$ cat config.mk
export PLATFORM = sky130hd
export DESIGN_NAME = pinmux_pull_regs
export DESIGN_NICKNAME = d
export VERILOG_FILES = /design/src/rtl/pinregs_pkg.sv /design/src/rtl/pinregs_decode.sv /design/src/rtl/pinregs_store.sv /design/src/rtl/pinmux_pull_regs.sv
export SDC_FILE = /design/constraint.sdc
export NUM_CORES = 1
export LEC_CHECK = 0
export BUFFER_PORTS_ARGS = -buffer_cell sky130_fd_sc_hd__buf_2
export CELL_PAD_IN_SITES_DETAIL_PLACEMENT = 0
export CELL_PAD_IN_SITES_GLOBAL_PLACEMENT = 1
export CORE_ASPECT_RATIO = 0.9
export CORE_MARGIN = 3
export CORE_UTILIZATION = 46
export CTS_CLUSTER_DIAMETER = 60
export DETAILED_ROUTE_END_ITERATION = 8
export GPL_ROUTABILITY_DRIVEN = 0
export HOLD_SLACK_MARGIN = 0.15
export PLACE_DENSITY_LB_ADDON = 0.1
export SYNTH_ARGS = -nofsm -noshare
export SYNTH_HDL_FRONTEND = slang
export SYNTH_SLANG_ARGS = --single-unit
$ cat constraint.sdc
create_clock -name clk -period 15.1 [get_ports clk]
set_clock_uncertainty 0.2 [all_clocks]
set_input_delay 3.02 -clock clk [delete_from_list [all_inputs] [get_ports clk]]
set_output_delay 3.02 -clock clk [all_outputs]
set_load 0.03 [all_outputs]
$ cat src/rtl/pinregs_pkg.sv
package pinregs_pkg;
  localparam int IDX_W = 8;

  // Decoded strobes handed from the address decode to the storage datapath
  typedef struct packed {
    logic             wrMux;
    logic             wrPull;
    logic             rdMux;
    logic             rdPull;
    logic [IDX_W-1:0] idx;
  } regStrobe_t;
endpackage

$ cat src/rtl/pinregs_decode.sv
module pinregs_decode
  import pinregs_pkg::*;
#(
  parameter int ADDR_W      = 12,
  parameter int NUM_BANKS   = 4,
  parameter int MUX_WORDS   = 4,
  parameter int PULL_WORDS  = 2,
  parameter int MUX_BASE    = 'h0A8,
  parameter int PULL_LAYOUT = 0
) (
  input  logic              clk,
  input  logic              rstN,
  input  logic [ADDR_W-1:0] addr,
  input  logic              wrEn,
  output regStrobe_t        strb
);
  localparam int PULL_BASE   = (PULL_LAYOUT == 0) ? 'h118 : 'h164;
  localparam int PULL_STRIDE = (PULL_LAYOUT == 0) ? 8 : 16;
  localparam int STRIDE_SH   = $clog2(PULL_STRIDE);
  localparam int MUX_SPAN    = NUM_BANKS * MUX_WORDS * 4;
  localparam int PULL_SPAN   = NUM_BANKS * PULL_STRIDE;

  localparam logic [ADDR_W-1:0] MUX_BASE_A    = ADDR_W'(MUX_BASE);
  localparam logic [ADDR_W-1:0] PULL_BASE_A   = ADDR_W'(PULL_BASE);
  localparam logic [ADDR_W-1:0] MUX_SPAN_A    = ADDR_W'(MUX_SPAN);
  localparam logic [ADDR_W-1:0] PULL_SPAN_A   = ADDR_W'(PULL_SPAN);
  localparam logic [ADDR_W-1:0] PULL_STRIDE_A = ADDR_W'(PULL_STRIDE);
  localparam logic [ADDR_W-1:0] PULL_WORDS_A  = ADDR_W'(PULL_WORDS);

  logic [ADDR_W-1:0] muxOff, pullOffs, pullBank, pullSlot;
  logic              muxHit, pullHit;

  always_comb begin
    muxOff   = addr - MUX_BASE_A;
    pullOffs = addr - PULL_BASE_A;
    pullBank = pullOffs >> STRIDE_SH;
    pullSlot = (pullOffs & (PULL_STRIDE_A - 1'b1)) >> 2;
    muxHit   = (addr >= MUX_BASE_A) && (muxOff < MUX_SPAN_A);
    pullHit  = (addr >= PULL_BASE_A) && (pullOffs < PULL_SPAN_A)
               && (pullSlot < PULL_WORDS_A);
    strb.rdMux  = muxHit;
    strb.rdPull = pullHit;
    strb.wrMux  = muxHit && wrEn;
    strb.wrPull = pullHit && wrEn;
    strb.idx    = muxHit ? IDX_W'(muxOff >> 2)
                         : IDX_W'(pullBank * PULL_WORDS_A + pullSlot);
  end

  AST_ONE_REGION: assert property (@(posedge clk) disable iff (!rstN)
    $onehot0({strb.rdMux, strb.rdPull}));
  AST_WRITE_NEEDS_EN: assert property (@(posedge clk) disable iff (!rstN)
    (strb.wrMux || strb.wrPull) |-> wrEn);
endmodule

$ cat src/rtl/pinregs_store.sv
module pinregs_store
  import pinregs_pkg::*;
#(
  parameter int NUM_MUX_WORDS  = 16,
  parameter int NUM_PULL_WORDS = 8
) (
  input  logic                          clk,
  input  logic                          rstN,
  input  regStrobe_t                    strb,
  input  logic [31:0]                   wrData,
  output logic [31:0]                   rdData,
  output logic [NUM_MUX_WORDS*16-1:0]   muxFlat,
  output logic [NUM_PULL_WORDS*16-1:0]  pullFlat
);
  logic [15:0] wrMask, wrVal, rdWord;
  logic [15:0] muxWords  [NUM_MUX_WORDS];
  logic [15:0] pullWords [NUM_PULL_WORDS];

  assign wrMask = wrData[31:16];
  assign wrVal  = wrData[15:0];

  for (genvar w = 0; w < NUM_MUX_WORDS; w++) begin : g_mux
    always_ff @(posedge clk) begin
      if (!rstN)
        muxWords[w] <= '0;
      else if (strb.wrMux && strb.idx == IDX_W'(w))
        muxWords[w] <= (muxWords[w] & ~wrMask) | (wrVal & wrMask);
    end
    assign muxFlat[w*16 +: 16] = muxWords[w];

    AST_MUX_MASK_HOLD: assert property (@(posedge clk) disable iff (!rstN)
      (strb.wrMux && strb.idx == IDX_W'(w)) |=>
      ((muxWords[w] ^ $past(muxWords[w])) & ~$past(wrMask)) == 16'h0);
    AST_MUX_MASK_SET: assert property (@(posedge clk) disable iff (!rstN)
      (strb.wrMux && strb.idx == IDX_W'(w)) |=>
      (muxWords[w] & $past(wrMask)) == ($past(wrVal) & $past(wrMask)));
    AST_MUX_NO_STRAY: assert property (@(posedge clk) disable iff (!rstN)
      !(strb.wrMux && strb.idx == IDX_W'(w)) |=> $stable(muxWords[w]));
  end

  for (genvar w = 0; w < NUM_PULL_WORDS; w++) begin : g_pull
    always_ff @(posedge clk) begin
      if (!rstN)
        pullWords[w] <= '0;
      else if (strb.wrPull && strb.idx == IDX_W'(w))
        pullWords[w] <= (pullWords[w] & ~wrMask) | (wrVal & wrMask);
    end
    assign pullFlat[w*16 +: 16] = pullWords[w];

    AST_PULL_MASK_HOLD: assert property (@(posedge clk) disable iff (!rstN)
      (strb.wrPull && strb.idx == IDX_W'(w)) |=>
      ((pullWords[w] ^ $past(pullWords[w])) & ~$past(wrMask)) == 16'h0);
    AST_PULL_NO_STRAY: assert property (@(posedge clk) disable iff (!rstN)
      !(strb.wrPull && strb.idx == IDX_W'(w)) |=> $stable(pullWords[w]));
  end

  always_comb begin
    rdWord = '0;
    for (int w = 0; w < NUM_MUX_WORDS; w++)
      if (strb.rdMux && strb.idx == IDX_W'(w)) rdWord = rdWord | muxWords[w];
    for (int w = 0; w < NUM_PULL_WORDS; w++)
      if (strb.rdPull && strb.idx == IDX_W'(w)) rdWord = rdWord | pullWords[w];
    rdData = {16'h0000, rdWord};
  end

  AST_UPPER_ZERO: assert property (@(posedge clk) disable iff (!rstN)
    rdData[31:16] == 16'h0);
  AST_MISS_READS_ZERO: assert property (@(posedge clk) disable iff (!rstN)
    !(strb.rdMux || strb.rdPull) |-> rdData == 32'h0);
endmodule

$ cat src/rtl/pinmux_pull_regs.sv
module pinmux_pull_regs
  import pinregs_pkg::*;
#(
  parameter int ADDR_W        = 12,
  parameter int NUM_BANKS     = 4,
  parameter int PINS_PER_BANK = 32,
  parameter int MUX_BASE      = 'h0A8,
  parameter int PULL_LAYOUT   = 0
) (
  input  logic                                clk,
  input  logic                                rstN,
  input  logic [ADDR_W-1:0]                   addr,
  input  logic                                wrEn,
  input  logic [31:0]                         wrData,
  output logic [31:0]                         rdData,
  output logic [NUM_BANKS*PINS_PER_BANK*2-1:0] muxSel,
  output logic [NUM_BANKS*PINS_PER_BANK-1:0]   pullOff
);
  localparam int MUX_WORDS  = PINS_PER_BANK / 8;
  localparam int PULL_WORDS = PINS_PER_BANK / 16;

  regStrobe_t strb;

  pinregs_decode #(
    .ADDR_W(ADDR_W), .NUM_BANKS(NUM_BANKS), .MUX_WORDS(MUX_WORDS),
    .PULL_WORDS(PULL_WORDS), .MUX_BASE(MUX_BASE), .PULL_LAYOUT(PULL_LAYOUT)
  ) u_decode (
    .clk(clk), .rstN(rstN), .addr(addr), .wrEn(wrEn), .strb(strb)
  );

  pinregs_store #(
    .NUM_MUX_WORDS(NUM_BANKS * MUX_WORDS),
    .NUM_PULL_WORDS(NUM_BANKS * PULL_WORDS)
  ) u_store (
    .clk(clk), .rstN(rstN), .strb(strb), .wrData(wrData), .rdData(rdData),
    .muxFlat(muxSel), .pullFlat(pullOff)
  );
endmodule

==> qor.json <==
{
  "final_layout": {
    "layout.cell_area.non_filler_um2": 24600,
    "utilization": 0.566,
    "multiInputGateArea_um2": 8310,
    "syn_to_final_growth_pct": 20.5,
    "layout-drive-gt1-share": 0.290,
    "footprint_of_the_flip_flops_and_latches_um2": 11500,
    "most_frequent_cells_in_the_layout": "buf_2 (442), a21oi_1 (400), nand2b_1 (384), edfxtp_1 (384), nand2_1 (92)",
    "most_common_library_cell_in_the_layout_ignoring_fill_and_taps": "buf_2",
    "nets_final": 2241,
    "fillCellCount": 3873
  },
  "synthesis": {
    "postSynthRegisterBits": 384,
    "post_synth_instance_area_um2": 20400,
    "synth_cells": 1813,
    "post_synth_num_cell_types": 78,
    "synth-edff-count": 384,
    "synth_top_cell_area_share": 0.565,
    "synthSimpleGateAreaFrac": 0.171,
    "synthMuxAreaShare": 0.0480,
    "synth_top_family_by_area": "compound AO/OA/AOI/OAI gates",
    "syn_avg_cell_area_um2": 11.3,
    "synth.yosys.seq_area_share": 0.565,
    "netlist.top_cell.by_area": "edfxtp_1",
    "synthTopCellsByArea": "edfxtp_1 (56%), nand2b_1 (12%), a21oi_1 (9.8%), mux4_2 (2.5%), clkbuf_1 (1.8%)",
    "yosys_most_used_dff": "edfxtp_1",
    "ys_async_sr_fraction": 0,
    "xor_and_xnor_area_share_after_synthesis": 0.000858,
    "ys.warnings.count": 0,
    "adder_and_majority_cell_fraction_of_the_synthesized_area": 0.00123,
    "synth-compound-area-share": 0.176
  },
  "timing": {
    "slack_of_the_critical_path_ns": 3.25,
    "worstMarginPinSlew_ns": 1.20,
    "post-route-period-util": 0.785,
    "rsz0062_at_grt": "no",
    "fin_crit_ns": 11.85,
    "maxSlewHeadroom": 0.202,
    "fmaxAchievable_mhz": 84.4,
    "setup_viol_count_final": 0,
    "timing.final.max_slew_violations": 0,
    "finalSetupTns_ns": 0,
    "hold_viol": 0
  },
  "worst_setup_path": {
    "path_class": "primary input to primary output",
    "cp-start-kind": "primary input",
    "critPathCaptureType": "primary output",
    "timing.critical_path.arrival_ns": 8.63,
    "worst-path-max-fanout": 54,
    "cp_cell_sequence": "buf_4, clkinv_1, ha_4, buf_4, inv_1, nor3_1, a22oi_1, a21o_1, a41oi_1, a221oi_1, nand4_1, buf_2",
    "worstPathBufferInverterCount": 5,
    "cp_slowest_cell": "clkinv_1",
    "worst-endpoint-required_ns": 11.88,
    "crit_path_frequent_cell": "buf_4",
    "path_delay_family": "buffers and inverters",
    "critPathMaxStageDelay_ns": 0.87
  },
  "drt": {
    "routed-wl-met2_um": 40600,
    "avgViaCountPerCell": 6.52,
    "detail-route-antenna-nets": 0,
    "maxUsedRoutingLayer": "met4",
    "detailroute.via_count": 18400,
    "met3_wirelength_um": 12400,
    "wirelength_met1_um": 34900,
    "drt_first_iter_violations": 3020,
    "route.final.wire_length_um": 91900,
    "detail_route.wl_per_cell_um": 32.6,
    "drc_errors": 0,
    "drt_pass1_iterations": 7
  },
  "die": {
    "core-area_um2": 43400,
    "fp.dieH_um": 206,
    "fp.dieArea_um2": 47000,
    "initial_utilization": 0.470,
    "floorplan.io_pins": 463,
    "num_rows": 72,
    "die_w_um": 228
  },
  "grt": {
    "pin_count_of_the_biggest_net_entering_global_routing": 55,
    "grt_first_pass_wirelength_um": 128000,
    "via_count_of_the_first_global_routing_pass": 17100,
    "globalRouteTotalUtil": 0.375,
    "antenna_found_initial": 3,
    "grt_overflow": 0
  },
  "clocking": {
    "cts_max_level": 2,
    "clock-sinks": 384,
    "cts_buffers": 44,
    "cts_setup_buffers": 0,
    "clock_path_buffers": 3,
    "ctsHoldBuffers": 0,
    "clk_pin_slew_worst_paths_ns": 0.06,
    "clk_root_buffer_cell": "clkbuf_16",
    "clock_tree_from_tritoncts": "done",
    "clock_latency_ns": 0.57,
    "cts-resized-gates": 0
  },
  "placed_design": {
    "post_dp_cell_area_um2": 23100,
    "pre_cts_slack_ns": 3.48,
    "port-buffer-count": 444,
    "dp_hpwl_um": 61600
  },
  "flow_run": {
    "max-cap-violations": 0
  },
  "power_and_ir_drop": {
    "ir_worst_vdd_v": 0.0000730,
    "post-layout-total-power_w": 0.00273,
    "power.leakage_nw": 9.22,
    "power.density_nw_per_um2": 111
  },
  "hold_path": {
    "hold_class": "flip-flop to flip-flop"
  },
  "run_status": {
    "status": "finished clean"
  }
}
power breakdown:
group / switching [W] / internal (W) / leakage [nW]
registers: 0.0000399 / 0.00121 / 3.96
logic: 0.000266 / 0.0000942 / 4.55
clock network: 0.000460 / 0.000660 / 0.708
total: 0.000765 / 0.00196 / 9.22
worst reg2reg max path: stages (launching register included):
cell and delay [ns]:
edfxtp_1 0.42, inv_1 0.07, o21ai_0 0.06, and3_1 0.25
cell families after synthesis:
kind of cell,count (synthesis)
simple gates,593
flops,384
other cells,1
fa+ha+maj,2
compound gates,593
buf+inv,172
xor+xnor,2
mux,66
cell usage after synthesis (3+ instances only):
master and number:
a22o_1 10, nand3b_1 3, buf_4 19, o31ai_1 3
a32oi_1 13, edfxtp_1 384, o22ai_1 3, a21oi_1 400
nand2b_1 384, nor2b_1 5, nor3_4 3, o21ai_0 42
o2bb2ai_1 5, nor3_1 4, and3_1 5, a31oi_1 5
buf_1 11, a2111oi_0 5, nand4_1 9, a222oi_1 9
inv_1 5, a211oi_1 9, mux2i_1 17, buf_2 33
mux4_2 23, a22oi_1 36, mux2_2 26, nand2_2 4
buf_6 3, nand3_2 3, a2111oi_4 3, nor2_1 20
a221oi_1 22, nand3_1 37, nor2_4 3, clkbuf_1 99
o2111ai_1 3, a221o_1 4, nand2_1 92, and2_1 4
sequential cells by signal, summed over array words and instances (netlist names):
name and flops:
u_store.muxWords 256, u_store.pullWords 128
final cells by class:
cell class	count	share of cell area
diodes	1	0.000102
clock inverters	23	0.0108
flip-flops and latches	384	0.469
multi-input cells	1272	0.338
clock buffers	58	0.0486
well taps	592	0.0301
inverters	7	0.00107
repair buffers	483	0.102
metrics by stage:
| step | hold WS [ns] | cells |
|---|---|---|
| 2_1_floorplan | 0.628 | 1828 |
| 3_3_place_gp | 0.443 | 2738 |
| 3_5_place_dp | 0.447 | 2738 |
| 4_1_cts | 0.466 | 2819 |
| 5_1_grt | 0.494 | 2820 |
| 6_report | 0.475 | 2820 |
path summary, 6_finish.rpt:
check | slack [ns] | from | depth (start not counted) | end
max reg2reg | 13.86 | u_store.pullWords[1][48] | 3 | u_store.pullWords[1][48]
min | 0.48 | u_store.muxWords[7][11] | 2 | u_store.muxWords[7][11]
max | 3.25 | addr[3] | 12 | rdData[15]
min reg2reg | 0.48 | u_store.muxWords[7][11] | 2 | u_store.muxWords[7][11]
layer usage:
layer | vias to the layer above | global-route usage
met2 | 1483 | 0.571
met1 | 9133 | 0.521
li1 | 7529 | -
met3 | 231 | 0.0950
met4 | 0 | 0.140
met5 | - | 0
No activity file was read; power rests on OpenSTA's default activity.
